File: config.mk
export PLATFORM = sky130hd
export DESIGN_NAME = sd_status_flags
export DESIGN_NICKNAME = d
export VERILOG_FILES = /design/src/rtl/sdsf_pkg.sv /design/src/rtl/sdsf_sync.sv /design/src/rtl/sdsf_rise_det.sv /design/src/rtl/sd_status_flags.sv
export SDC_FILE = /design/constraint.sdc
export NUM_CORES = 1
export LEC_CHECK = 0
export BUFFER_PORTS_ARGS = -buffer_cell sky130_fd_sc_hd__buf_2
export CAP_MARGIN = 20
export CORE_MARGIN = 2
export CORE_UTILIZATION = 26
export DETAILED_ROUTE_END_ITERATION = 8
export GPL_TIMING_DRIVEN = 0
export SETUP_SLACK_MARGIN = 0.3
export SLEW_MARGIN = 20
export SYNTH_ARGS = -nofsm -noshare
export SYNTH_HDL_FRONTEND = slang
export SYNTH_SLANG_ARGS = --single-unit
File: constraint.sdc
create_clock -name clk -period 1.17 [get_ports clk]
set_input_delay 0.0585 -clock clk [delete_from_list [all_inputs] [get_ports clk]]
set_output_delay 0.0585 -clock clk [all_outputs]
set_load 0.01 [all_outputs]
File: src/rtl/sdsf_pkg.sv
package sdsf_pkg;
    localparam int STAT_W = 32;

    // packed so that the struct maps straight onto status bits 5..0
    typedef struct packed {
        logic not_busy;   // bit 5
        logic xfer_act;   // bit 4
        logic blk_end;    // bit 3
        logic tx_rdy;     // bit 2
        logic rx_rdy;     // bit 1
        logic cmd_rdy;    // bit 0
    } flags_t;

    localparam int FLAG_W = $bits(flags_t);
    localparam flags_t FLAGS_RST = '{not_busy: 1'b1, xfer_act: 1'b0, blk_end: 1'b0,
                                     tx_rdy: 1'b1, rx_rdy: 1'b0, cmd_rdy: 1'b1};
endpackage

File: src/rtl/sdsf_sync.sv
module sdsf_sync #(
    parameter int   STAGES  = 2,
    parameter logic RST_VAL = 1'b1
) (
    input  logic clk,
    input  logic rst_n,
    input  logic async_i,
    output logic sync_o
);
    logic [STAGES-1:0] chain_q;

    generate
        for (genvar i = 0; i < STAGES; i++) begin : g_stage
            always_ff @(posedge clk) begin
                if (!rst_n) begin
                    chain_q[i] <= RST_VAL;
                end else if (i == 0) begin
                    chain_q[i] <= async_i;
                end else begin
                    chain_q[i] <= chain_q[(i == 0) ? 0 : i-1];
                end
            end
        end
    endgenerate

    assign sync_o = chain_q[STAGES-1];
endmodule

File: src/rtl/sdsf_rise_det.sv
module sdsf_rise_det #(
    parameter int HIGH_RUN = 2
) (
    input  logic clk,
    input  logic rst_n,
    input  logic lvl_i,
    output logic release_o
);
    localparam int CNT_W = $clog2(HIGH_RUN + 1);
    localparam logic [CNT_W-1:0] CNT_MAX  = CNT_W'(HIGH_RUN);
    localparam logic [CNT_W-1:0] CNT_LAST = CNT_W'(HIGH_RUN - 1);

    logic [CNT_W-1:0] run_d, run_q;

    always_comb begin
        if (!lvl_i) begin
            run_d = '0;
        end else if (run_q != CNT_MAX) begin
            run_d = run_q + 1'b1;
        end else begin
            run_d = run_q;
        end
    end

    // pulses once, on the sample that completes the high run
    assign release_o = lvl_i && (run_q == CNT_LAST);

    always_ff @(posedge clk) begin
        if (!rst_n) begin
            run_q <= CNT_MAX;   // line assumed idle high: no spurious release
        end else begin
            run_q <= run_d;
        end
    end
endmodule

File: src/rtl/sd_status_flags.sv
module sd_status_flags
    import sdsf_pkg::*;
#(
    parameter int SYNC_STAGES = 2,
    parameter int HIGH_RUN    = 2
) (
    input  logic              clk,
    input  logic              rst_n,
    input  logic              ev_cmd_sent,
    input  logic              ev_resp_end,
    input  logic              ev_xfer_start,
    input  logic              ev_crc16_done,
    input  logic              ev_crc_tok,
    input  logic              ev_tx_drained,
    input  logic              ev_rx_word,
    input  logic              wr_xfer_i,
    input  logic              dat0_i,
    input  logic              acc_cmd_wr,
    input  logic              acc_tx_wr,
    input  logic              acc_rx_rd,
    input  logic              acc_stat_rd,
    output logic [STAT_W-1:0] stat_o
);
    logic   dat0_sync;
    logic   busy_release;
    flags_t set_v, clr_v;
    flags_t flags_d, flags_q;

    sdsf_sync #(.STAGES(SYNC_STAGES), .RST_VAL(1'b1)) u_sync (
        .clk     (clk),
        .rst_n   (rst_n),
        .async_i (dat0_i),
        .sync_o  (dat0_sync)
    );

    sdsf_rise_det #(.HIGH_RUN(HIGH_RUN)) u_rise (
        .clk       (clk),
        .rst_n     (rst_n),
        .lvl_i     (dat0_sync),
        .release_o (busy_release)
    );

    always_comb begin
        set_v = '{not_busy: wr_xfer_i & busy_release,
                  xfer_act: ev_xfer_start,
                  blk_end:  ev_crc_tok,
                  tx_rdy:   ev_tx_drained,
                  rx_rdy:   ev_rx_word,
                  cmd_rdy:  ev_cmd_sent};
        clr_v = '{not_busy: wr_xfer_i & ev_resp_end,
                  xfer_act: ev_crc16_done,
                  blk_end:  acc_stat_rd,
                  tx_rdy:   acc_tx_wr,
                  rx_rdy:   acc_rx_rd,
                  cmd_rdy:  acc_cmd_wr};
        // set dominates clear on every flag
        flags_d = set_v | (flags_q & ~clr_v);
    end

    always_ff @(posedge clk) begin
        if (!rst_n) begin
            flags_q <= FLAGS_RST;
        end else begin
            flags_q <= flags_d;
        end
    end

    assign stat_o = {{(STAT_W-FLAG_W){1'b0}}, flags_q};
endmodule

Word level (Yosys, flattened, before mapping)
Index checks and enable logic that the tools add are counted.

storage, ports and cells
  memory bits (writable) = 0
  output and inout port bits = 32
  bits in registers = 10
  latch bits = 0
  memories kept = 0
  ROM bits = 0

operators by class
  mux-type cells = 2
  add/subtract/negate cells = 1
  magnitude comparators = 0
  shifts and indexed selects = 0
  multipliers = 0
  divide/modulo/power cells = 0
  equality and inequality tests = 3
  reduce and logical (&&, ||, !) cells = 2
  bitwise operators = 5

operator list
  cell                 count
  $and 6x6->6          1
  $not 6->6            1
  $or 6x6->6           1
  $mux 2               2
  $add 2x1->2 const B  1
  $and 1x1->1          2
  $eq 2x1->1 const B   1
  $ne 2x1->1 const B   1
  $ne 2x2->1 const B   1
  $reduce_and 2->1     1
  $logic_and 1x1->1    1

Longest topological paths before layout
  depth in word-level cells = 4
  depth in mapped cells = 2
  mapped depth without buffers = 2

Hierarchy
From an unflattened synthesis, not the netlist that was laid out.

unflattened totals
  cells, all modules = 57
  area, all modules = 531.8 µm²

modules (own cells, without submodules)
  module           times used  area each (µm²)  cells an instance
  sd_status_flags  1           405.4            46
  sdsf_rise_det    1           73.8             7
  sdsf_sync        1           52.6             4

Worst setup path before layout
Ideal clock, no wire load.

  path type = register -> register
  from = register flags_q (netlist bit stat_o[5])
  to = register flags_q (netlist bit stat_o[5])
  required time = 1.077 ns
  setup time = 0.093 ns
  period minus slack after synthesis = 0.733 ns
  path slack = 0.437 ns
  arrival = 0.640 ns
  cell stages (with the launch flop) = 3
  cells stage by stage = dfxtp_1 -> a21bo_2 -> o311ai_2

between the ends
  longest elaborated chain between the ends = 2

RTL lines
  what                    line                   source
  from (decl)             sd_status_flags.sv:27  flags_t flags_d, flags_q;
  from (signal assigned)  sd_status_flags.sv:64  flags_q <= flags_d;
  $and 6x6->6             sd_status_flags.sv:57  flags_d = set_v | (flags_q & ~clr_v);
  $or 6x6->6              sd_status_flags.sv:57

No other way between the ends.
A chain may end at the register's enable or synchronous reset.

Worst setup path in the final report
  from = register flags_q (netlist bit stat_o[2])
  to = output port stat_o[2]

RTL lines
  what       line                   source
  to (decl)  sd_status_flags.sv:22  output logic [STAT_W-1:0] stat_o

No word-level cell between the ends.

==> impl_summary.txt <==
----------------------------------------------------
[Status]
  Run status ... finished, final reports clean

[Final layout]
  Fillers ... 208
  Fraction of final layout cells with drive strength greater than 1 ... 0.4815
  Area of all placed cells without fillers ... 835.8 sq um
  Layout overhead on the synthesized area ... 51.82%
  Number of nets in the layout ... 125
  Count of antenna diodes in the layout ... 0

[Synthesis]
  Share of synthesized cell area in full adder, half adder and majority cells ... 0
  Synth Area in Compound Gates ... 0.09773
  Share of synthesized registers carrying an async set or reset ... 0
  Mux share of post-synthesis cell area ... 0
  Post-synthesis area per instance ... 9.658 sq um
  Number of flops mapped to enable cells by yosys ... 0
  Library cell with the highest instance count after synthesis ... buf_4
  Fraction of post-synthesis cell area in the top cell type by area ... 0.3682
  Post-Synth XOR/XNOR Area ... 0.01591
  Flip-flop and latch count after synthesis ... 10
  Top cells by instance count after synthesis ... buf_4, dfxtp_1, nand2b_1
  Primary flip-flop cell chosen by synthesis mapping ... dfxtp_1
  Number of distinct library cell variants in the gate-level netlist after synthesis ... 14
  Cell type with the highest aggregate area in the netlist ... buf_4
  Cell count after synthesis ... 57
  Dominant combinational cell family by area after synthesis ... buffers and inverters
  Yosys warnings ... 0
  Post-Syn Area ... 550.5 sq um
  Share of synthesized cell area in and, or, nand and nor gates ... 0.1409
  Share of the yosys chip area belonging to registers ... 0.3636
  Biggest area contributors in the synthesized netlist ... buf_4, dfxtp_1, nand2b_1, o21a_1, nor2b_1

[CTS]
  Clock edge transition at the registers on the reported setup and hold paths ... 0.06 ns
  Number of clock sinks seen by CTS ... 10
  Clk_lat worst skew ... 0.25 ns
  TritonCTS buffer count ... 3
  Count of H-tree levels built during CTS ... 1
  Post-CTS setup buffer count ... 0
  Maximum clock insertion buffer count ... 2
  Clock tree from TritonCTS ... built
  Root buffer cell ... clkbuf_4

[Placement]
  Setup WS pre-CTS ... 0.4321 ns
  Post-place instance area ... 773.2 sq um
  Post-detailed-placement half-perimeter wirelength ... 686.9 microns
  Final weighted congestion in routability-driven placement ... 0.6441
  Number of buffers inserted by port buffering ... 19

[Route]
  Antenna Violating Nets Remaining ... 0
  Iter 0 DRT Violations ... 1
  Total iterations of the first detailed-routing run ... 3
  Via count ... 424
  DRC violation count after routing ... 0
  Total Wirelength ... 857 microns
  WL per Instance ... 6.348 microns
  Vias per cell ... 3.141

[GRT]
  Global-route wire length before repair ... 1.476 mm
  Grt ovf ... 0
  Maximum number of pins on one net before global-route repair ... 11
  Global-route track usage on met3 ... 0.02121
  Vias in the first global route ... 360
  GRT Max-Usage Layer ... met2
  Initial antenna violation count ... 0
  GRT Overall Usage ... 0.07809
  Met2 layer usage reported by global route ... 0.1425
  Global routing usage on met1 ... 0.07353

[Critical path]
  Critical path cell sequence ... buf_2
  Critical Path AT ... 0.72 ns
  Critical setup path kind ... flop to output port
  Critical path peak fanout ... 2
  Crit-path leading delay family ... flip-flops
  Endpoint required time on the critical path ... 1.11 ns
  Buf+Inv Stages, Crit Path ... 1
  Crit. End Element ... output port
  Critical-path top delay cell ... dfxtp_1
  Type of element launching the critical path ... flop
  Peak per-stage delay on the critical path ... 0.33 ns

[Floorplan]
  Vertical extent of the die ... 50.02 microns
  X dimension of the die ... 50.02 microns
  Total Die Area ... 2502 sq um
  Boundary pin count ... 47
  Core Rows ... 16
  Initial core utilization ... 0.2778
  Core Footprint ... 1982 sq um

[Timing]
  Maximum clock frequency ... 1290 MHz
  Sum of negative setup slack ... 0 ns
  Hold Slack ... 0.01811 ns
  Post-layout worst setup margin ... 0.3951 ns
  Final hold viol count ... 0
  Final setup skew ... 0.004454 ns
  Final Slew Violations ... 0
  Final setup violation count ... 0
  RSZ-0062 raised after global routing ... no
  Min Tclk post-route ... 0.7749 ns
  Final clock period utilization by the worst path ... 0.6623

[Power and ir drop]
  Final Power ... 788.6 uW
  Cell Pwr Density ... 943.6 nW/um^2
  VDD IR-drop max ... 0.5230 mV
  P_leak ... 0.0004671 uW

[Hold path]
  Worst min-delay path category ... input pin to flop

[Run]
  Max Cap Viol ... 0

----------------------------------------------------
-- per-stage QoR --
step	util	std cells
6_report	0.4217	135
5_1_grt	0.4217	135
4_1_cts	0.4217	135
3_5_place_dp	0.3902	128
3_3_place_gp	0.3902	128
2_1_floorplan	-	82
-- metal layers --
metal / routed length [microns] / vias to the layer above / part of all wire
met2: 449 / 30 / 0.52
met3: 104 / 0 / 0.12
met4: 0 / 0 / 0
met1: 303 / 164 / 0.35
li1: - / 230 / -
met5: 0 / - / 0
-- logic make-up (layout without fill, tap and decap cells) --
family / count (synthesis) / in the layout
buf+inv: 28 / 54
simple gates: 11 / 11
flops: 10 / 10
compound gates: 6 / 6
other cells: 1 / 26
xor+xnor: 1 / 1
-- report_power, final --
part	leakage [uW]	switching, uW	internal [uW]
Sequential	0.0000830	11.5	361
Combinational	0.000370	80.9	114
Clock	0.0000138	103	118
-- layout make-up --
class | instances | area [sq um] | area share
inverters | 1 | 3.754 | 0.004491
plain buffers | 27 | 202.7 | 0.2425
well taps | 27 | 33.78 | 0.04042
repair buffers | 23 | 135.1 | 0.1617
flip-flops and latches | 10 | 200.2 | 0.2395
multi-input cells | 44 | 237.7 | 0.2844
clock buffers | 3 | 22.52 | 0.02695
-- registers in the layout (all words and copies together), names as in the netlist --
signal          count
stat_o              6
u_rise.run_q        2
u_sync.chain_q      1
u_sync.sync_o       1
-- path summary, 6_finish.rpt --
kind,start,endpoint,slack (ns),cells after the start
worst min-delay path,ev_crc_tok,stat_o[3]$_SDFF_PN0_,0.02,2
worst min register to register,u_sync.chain_q[0]$_SDFF_PN1_,u_sync.sync_o$_SDFF_PN1_,0.42,1
worst max-delay path,stat_o[2]$_SDFF_PN1_,stat_o[2],0.40,1
worst max register to register,u_rise.run_q[0]$_SDFFE_PN0P_,stat_o[5]$_SDFF_PN1_,0.43,2
-- timing repair --
item / CTS / global route
resized for setup: 0 / 0
hold endpoints to repair: 4 / 0
hold buffers: 4 / 0
-- layout by cell type (no fill, tap or decap) --
cell type / n
o311ai_2: 1
dlygate4sd3_1: 4
nand2b_1: 4
a21bo_2: 1
buf_4: 27
o21a_1: 3
buf_2: 19
o21ai_1: 1
dfxtp_1: 10
nand3b_1: 2
nand2_1: 1
nor2b_1: 3
inv_1: 1
nor4b_2: 1
conb_1: 26
xnor2_1: 1
clkbuf_4: 3
Note: power is estimated with default switching activity, not from simulation.
